$ cat src/rtl/colseq_pkg.sv
// Shared types for the burst column sequencer.
// Assumes: nothing beyond the standard language.
package colseq_pkg;
    typedef enum logic {
        ORD_WRAP = 1'b0,
        ORD_XOR  = 1'b1
    } order_e;
endpackage

$ cat src/rtl/colseq_len_dec.sv
// Decodes a burst-length code into a low-bit mask and the final pair index.
// Assumes: code value c selects BL = 2**c; codes 1..MAX_LOG are legal.
module colseq_len_dec #(
    parameter int CODE_W  = 2,
    parameter int MAX_LOG = 3
) (
    input  logic [CODE_W-1:0]  code_i,
    output logic               ok_o,
    output logic [MAX_LOG-1:0] mask_o,
    output logic [MAX_LOG-2:0] last_pair_o
);
    // Legality and mask of the bits that move within the burst.
    always_comb begin
        ok_o = (int'(code_i) >= 1) && (int'(code_i) <= MAX_LOG);
        for (int b = 0; b < MAX_LOG; b++) begin
            mask_o[b] = (b < int'(code_i));
        end
        last_pair_o = mask_o[MAX_LOG-1:1];
    end
endmodule

$ cat src/rtl/colseq_order.sv
// Computes the column of one beat from the base column, burst mask and order.
// Assumes: the pair index lies below BL/2, so the beat index stays inside the mask.
module colseq_order #(
    parameter int COL_W = 9,
    parameter int LOW_W = 3,
    parameter bit ODD   = 1'b0
) (
    input  logic [COL_W-1:0] base_i,
    input  logic [LOW_W-1:0] mask_i,
    input  logic             xor_i,
    input  logic [LOW_W-2:0] pair_i,
    output logic [COL_W-1:0] addr_o
);
    logic [LOW_W-1:0] beat;
    logic [LOW_W-1:0] base_lo;
    logic [LOW_W-1:0] wrap_lo;
    logic [LOW_W-1:0] xor_lo;

    // Wrapped and XOR low bits; bits outside the mask keep the base value.
    always_comb begin
        beat    = {pair_i, ODD};
        base_lo = base_i[LOW_W-1:0];
        wrap_lo = ((base_lo + beat) & mask_i) | (base_lo & ~mask_i);
        xor_lo  = base_lo ^ (beat & mask_i);
        addr_o  = {base_i[COL_W-1:LOW_W], (xor_i ? xor_lo : wrap_lo)};
    end
endmodule

$ cat src/rtl/ddr_burst_colseq.sv
// Burst column sequencer: one even/odd address pair per clock for a DDR burst.
// Assumes: synchronous active-low reset; stop is honoured for reads only;
// a start is taken only when idle or in the final pair cycle.
module ddr_burst_colseq
    import colseq_pkg::*;
#(
    parameter int COL_W   = 9,
    parameter int CODE_W  = 2,
    parameter int MAX_LOG = 3
) (
    input  logic              clk,
    input  logic              rst_n,
    input  logic              start_i,
    input  logic [COL_W-1:0]  col_i,
    input  logic [CODE_W-1:0] len_code_i,
    input  logic              order_i,
    input  logic              write_i,
    input  logic              stop_i,
    output logic [COL_W-1:0]  addr_even_o,
    output logic [COL_W-1:0]  addr_odd_o,
    output logic              valid_o,
    output logic              last_o,
    output logic              err_o
);
    localparam int PAIR_W = MAX_LOG - 1;

    logic               dec_ok;
    logic [MAX_LOG-1:0] dec_mask;
    logic [PAIR_W-1:0]  dec_lastp;

    logic               busy_q;
    logic               wr_q;
    order_e             ord_q;
    logic [COL_W-1:0]   base_q;
    logic [MAX_LOG-1:0] mask_q;
    logic [PAIR_W-1:0]  lastp_q;
    logic [PAIR_W-1:0]  idx_q;
    logic               err_q;

    logic               at_last;
    logic               accept;
    logic               stop_rd;
    logic [COL_W-1:0]   pair_addr [2];

    colseq_len_dec #(.CODE_W(CODE_W), .MAX_LOG(MAX_LOG)) u_dec (
        .code_i      (len_code_i),
        .ok_o        (dec_ok),
        .mask_o      (dec_mask),
        .last_pair_o (dec_lastp)
    );

    // One order unit per beat of the pair: even beat then odd beat.
    for (genvar g = 0; g < 2; g++) begin : g_beat
        colseq_order #(.COL_W(COL_W), .LOW_W(MAX_LOG), .ODD(g == 1)) u_ord (
            .base_i (base_q),
            .mask_i (mask_q),
            .xor_i  (ord_q == ORD_XOR),
            .pair_i (idx_q),
            .addr_o (pair_addr[g])
        );
    end

    // Acceptance and read-stop decisions for this cycle.
    always_comb begin
        at_last = busy_q && (idx_q == lastp_q);
        accept  = start_i && dec_ok && (!busy_q || at_last);
        stop_rd = busy_q && !wr_q && stop_i;
    end

    // Burst state: load on accept, step the pair index, end on last or read stop.
    always_ff @(posedge clk) begin
        if (!rst_n) begin
            busy_q  <= 1'b0;
            wr_q    <= 1'b0;
            ord_q   <= ORD_WRAP;
            base_q  <= '0;
            mask_q  <= '0;
            lastp_q <= '0;
            idx_q   <= '0;
            err_q   <= 1'b0;
        end else begin
            err_q <= start_i && !dec_ok;
            if (accept) begin
                busy_q  <= 1'b1;
                wr_q    <= write_i;
                ord_q   <= order_e'(order_i);
                base_q  <= col_i;
                mask_q  <= dec_mask;
                lastp_q <= dec_lastp;
                idx_q   <= '0;
            end else if (at_last || stop_rd) begin
                busy_q <= 1'b0;
            end else if (busy_q) begin
                idx_q <= idx_q + 1'b1;
            end
        end
    end

    // Drive the ports from the burst state.
    always_comb begin
        addr_even_o = pair_addr[0];
        addr_odd_o  = pair_addr[1];
        valid_o     = busy_q;
        last_o      = at_last;
        err_o       = err_q;
    end


    last_in_burst_chk: assert property (@(posedge clk) disable iff (!rst_n)
        last_o |-> valid_o);


    back_to_back_chk: assert property (@(posedge clk) disable iff (!rst_n)
        (last_o && start_i && len_code_i != '0) |=> valid_o);


    read_stop_chk: assert property (@(posedge clk) disable iff (!rst_n)
        (valid_o && !wr_q && stop_i && !(start_i && last_o)) |=> !valid_o);


    write_stop_chk: assert property (@(posedge clk) disable iff (!rst_n)
        (valid_o && wr_q && !last_o) |=> valid_o);


    reserved_err_chk: assert property (@(posedge clk) disable iff (!rst_n)
        (start_i && len_code_i == '0) |=> err_o);


    upper_hold_chk: assert property (@(posedge clk) disable iff (!rst_n)
        (valid_o && !last_o) |=> $stable(addr_even_o[COL_W-1:MAX_LOG]));
endmodule

$ cat config.mk
export PLATFORM = sky130hd
export DESIGN_NAME = ddr_burst_colseq
export DESIGN_NICKNAME = d
export VERILOG_FILES = /design/src/rtl/colseq_pkg.sv /design/src/rtl/colseq_len_dec.sv /design/src/rtl/colseq_order.sv /design/src/rtl/ddr_burst_colseq.sv
export SDC_FILE = /design/constraint.sdc
export NUM_CORES = 1
export LEC_CHECK = 0
export BUFFER_PORTS_ARGS = -buffer_cell sky130_fd_sc_hd__buf_2
export CORE_ASPECT_RATIO = 0.8
export CORE_MARGIN = 3
export CORE_UTILIZATION = 58
export CTS_CLUSTER_SIZE = 8
export DETAILED_ROUTE_END_ITERATION = 16
export MAX_ROUTING_LAYER = met4
export PLACE_DENSITY = 0.85
export SETUP_SLACK_MARGIN = 0.1
export SYNTH_ARGS = -nofsm -noshare
export SYNTH_HDL_FRONTEND = slang
export SYNTH_HIERARCHICAL = 1
export SYNTH_SLANG_ARGS = --single-unit
$ cat constraint.sdc
create_clock -name clk -period 4 [get_ports clk]
set_input_delay 0.4 -clock clk [delete_from_list [all_inputs] [get_ports clk]]
set_output_delay 0.4 -clock clk [all_outputs]
set_load 0.01 [all_outputs]
Yosys cells after proc, flatten, opt, wreduce, memory -nomap -nowiden
Index checks and enable logic that the tools add are counted.
{ "word_totals": {"register_bits": 20, "in_bits": 17, "output_inout_bits": 21, "elab_cells": 46} }
{ "classes": {"add_sub_neg": 3, "order_cmp": 4, "n_eq_ne": 1, "muxes": 4, "bitwise": 12, "n_reduce_logical": 14} }
{ "op_table": {"columns": ["op", "n"], "rows": [
  ["bitwise AND 3 bit", 5],
  ["adder 3 bit", 2],
  ["logical AND 1 bit", 6],
  ["two-way mux 3 bit", 2],
  ["bitwise OR 3 bit", 2],
  ["XOR 3 bit", 2],
  ["< comparator 1 x 2 -> 1 bit, first input constant", 2],
  ["zero test 1 bit", 3],
  ["NOT 3 bit", 1],
  ["adder 2 x 1 -> 2 bit, second input constant", 1],
  ["== test 2 bit", 1],
  [">= comparator 2 x 1 -> 1 bit, second input constant", 1],
  ["logical OR 1 bit", 2],
  ["< comparator 2 bit, first input constant", 1],
  ["two-way mux 1 bit", 2],
  ["NOT 1 bit", 2],
  ["AND reduction 2 bit", 1],
  ["nonzero test 2 bit", 1],
  ["OR reduction 2 bit", 1]
]} }

Longest topological paths before layout
{ "depth": {"depth_word": 6, "depth_mapped": 6, "ltp_nobuf": 5} }

Cells and area by module
The synthesis kept the hierarchy.
{ "modules_own_cells": {"columns": ["module", "instances", "cells_each", "area_per_inst_um2"], "rows": [
  ["ddr_burst_colseq", 1, 170, 1358.8],
  ["colseq_order (g_beat[1].u_ord)", 1, 20, 136.4],
  ["colseq_order (g_beat[0].u_ord)", 1, 18, 125.1],
  ["colseq_len_dec", 1, 6, 43.8]
]} }

Worst setup path before layout
Ideal clock, no wire load.
{ "synth_timing": {"path_kind": "register -> output", "from": "reg idx_q[0]", "to": "out addr_odd_o[2]", "arrival_time_ns": 1.445, "required_ns": 3.600, "path_slack_ns": 2.155, "path_stages_with_launch": 6, "n_path_buf": 0, "cell_sequence": "dfxtp_1 inv_1 fa_1 o21a_1 o21ai_1 xnor2_1"} }
{ "synth_between": {"elab_chain_cells": 4} }
{ "synth_rtl": {"columns": ["item", "line", "source"], "rows": [
  ["start, declared", "ddr_burst_colseq.sv:37", "logic [PAIR_W-1:0] idx_q;"],
  ["start signal, assigned", "ddr_burst_colseq.sv:94", "idx_q <= idx_q + 1'b1;"],
  ["adder 3 bit", "colseq_order.sv:23", "wrap_lo = ((base_lo + beat) & mask_i) | (base_lo & ~mask_i);"],
  ["bitwise AND 3 bit", "colseq_order.sv:23", null],
  ["bitwise OR 3 bit", "colseq_order.sv:23", null],
  ["two-way mux 3 bit", "colseq_order.sv:25", "addr_o = {base_i[COL_W-1:LOW_W], (xor_i ? xor_lo : wrap_lo)};"],
  ["end, declared", "ddr_burst_colseq.sv:20", "output logic [COL_W-1:0] addr_odd_o,"]
]} }
No other way between the ends.

Worst setup path after layout
Ends and elaborated chain as after synthesis.

==> summary.txt <==
measured slew at the worst slew-check pin: 1.13 ns
Max Root-Sink Buffers: 2
boundary pin count: 38
critical path's top delay family: flip-flops
# setup viols final: 0
Die Y: 53.9 um
Startpoint Class: flop
Sum Neg Setup Slack: 0 ns
largest family of logic cells by synthesized area: simple AND/OR/NAND/NOR gates
Mapped Cells: 214
final worst slack: 1.53 ns
Leak Pwr: 0.000689 uW
Resized cells post-CTS: 0
EDFF count, synth: 0
Critical Path AT: 2.07 ns
wire per inst: 15.3 um
XOR/XNOR Fraction of Synth Area: 0.0263
Layout Area Growth over Synthesis: 3.68%
clock-pin slew on the worst setup and hold paths: 0.13 ns
post-synthesis adder-cell area fraction: 0.0195
maximum clock frequency: 0.405 GHz
Compound-Gate Fraction of Synth Area: 0.137
Cell Rows: 16
# hold bufs at CTS: 0
Mean Syn Cell Area: 7.78 um2
Num CTS Buffers: 3
WP buf/inv: 2
Synth Net Count: 233
fillers: 221
overall routing resource usage: 0.240
CTS H-tree depth: 1
Port Buffers: 37
gr ovfl total: 0
Top FF cell, synth: dfxtp_1
first drt pass iteration count: 4
Inst Count DP: 248
power per cell area: 319 nW/um2
Hold Fails Final Rpt: 0
crit share post-route: 0.618
CTS root buffer: clkbuf_4
worst-path cell chain: inv_1 > fa_1 > o21a_1 > o21ai_1 > xnor2_1 > buf_2
HPWL after DPL: 2500 um
Initial Utilization: 0.644
RD Place Congestion: 0.786
WS Path Type: flop to output port
Max Cap Viol: 0
register area: 400 um2
Final Net Count: 236
Yosys warnings: 6
maximum number of pins on one net before global-route repair: 76
worst vdd ir: 0.177 mV
Synth Register Bits: 20
Sinks on Clock Net: 20
Vias/cell: 6.45
Synth cell types: 38
layout cells sized above 1: 0.218
multiplexer share of the synthesized area: 0.00602
Hold WC Path Type: input pin to flop
slowest stage cell, crit path: dfxtp_1
CP peak stage delay: 0.60 ns
Final Max Slew Viols: 0
critical path fanouts, max: 12
Async SR Flop Fraction: 0
status: finished, final reports clean
pre-CTS setup slack: 1.89 ns
CTS tree: built
setup bufs post-CTS: 0
initial drt markers: 93
ANT nets after route: 0
via count: 1625
Setup crit end kind: output port
vias in the first global route: 1456
Data required, critical path: 3.60 ns
Post-Layout Cell Count: 252
drt total wl: 3850 um
initial antenna violation count: 0
area of the multi-input gates: 1020 um2
Tmin final: 2.47 ns
Simple-Gate Fraction of Synth Area: 0.414
sequential area share after synthesis: 0.241
Post-Syn Area: 1660 um2
DR DRC count: 0
antenna cells: 0
Die Wd: 65.9 um
total core area: 2580 um2
Skew-Pair Late Insertion Delay: 0.32 ns
DIE AREA: 3550 um2
clock skew: 0.0106 ns
normalized max-slew margin: 0.244
global-route wire length before repair: 6550 um
RSZ-0062 raised after global routing: false
report_power, final:
part           total, uW  leakage, uW  internal, uW  switching (uW)
registers            252     0.000165           221            31.1
clock network        125    0.0000210          55.7            69.2
logic                173     0.000503          67.3             106
total                550     0.000689           344             206
path summary, 6_finish.rpt:
kind,slack [ns],to,cells past startpoint,startpoint
hold / removal,0.35,err_o,2,start_i
setup reg to reg,1.98,idx_q[0],4,idx_q[1]
hold reg to reg,0.53,base_q[5],2,base_q[5]
setup / recovery,1.53,addr_odd_o[2],6,idx_q[0]
synth_stat cells, drive strengths merged (2+ instances only):
master / n / area (um2)
and2: 3 / 20.0
and3b: 2 / 17.5
buf: 26 / 183
clkbuf: 16 / 60.1
dfxtp: 20 / 400
inv: 5 / 18.8
nand2: 22 / 82.6
nand3: 17 / 85.1
nand4: 18 / 113
nand4b: 18 / 158
nor2: 2 / 7.51
nor2b: 2 / 12.5
nor3b: 2 / 15.0
o2111ai: 19 / 166
o21ai: 4 / 20.0
or4: 18 / 135
xor2: 4 / 35.0
metrics by stage:
step / total power (uW) / hold slack [ns] / utilization / area (um2)
4_1_cts: 553 / 0.338 / 0.668 / 1730
3_5_place_dp: 429 / 0.521 / 0.654 / 1690
5_1_grt: 583 / 0.342 / 0.668 / 1730
3_3_place_gp: 419 / 0.510 / 0.654 / 1690
6_report: 550 / 0.350 / 0.668 / 1730
2_1_floorplan: 400 / 0.500 / - / 1660
state kept, by name (all words and copies together), names as in the netlist:
name     cells
wr_q         1
lastp_q      2
idx_q        2
mask_q       3
valid_o      1
ord_q        1
err_o        1
base_q       9
cells by family after synthesis:
| group | after synthesis |
|---|---|
| and+or+nand+nor | 110 |
| buffers and inverters | 47 |
| AOI/OAI and AO/OA | 29 |
| DFF | 20 |
| xor gates and xnor gates | 5 |
| adders and majority gates | 2 |
| muxes | 1 |
per-layer routing:
metal / track usage / wire (um)
met1: 0.296 / 1740
met2: 0.428 / 1880
met3: 0.0438 / 218
met4: 0.0207 / 8
met5: - / 0
area by class of cell:
type                       instances  area share
clock buffer                       4      0.0210
inverter                           5      0.0109
multi-input combinational        147       0.590
sequential                        20       0.232
tap                               36      0.0261
timing repair buffer              40       0.120
cells in the final DEF (no fill, tap or decap), drive strengths merged, types with 3 or more instances in the layout:
cell | netlist | final
inv | 5 | 5
o21ai | 4 | 4
xor2 | 4 | 4
and2 | 3 | 3
nand2 | 22 | 22
nand4b | 18 | 18
clkbuf | 16 | 4
nand3 | 17 | 17
buf | 26 | 40
nand4 | 18 | 18
o2111ai | 19 | 19
or4 | 18 | 18
dfxtp | 20 | 20
Note: power is estimated with default switching activity, not from simulation.
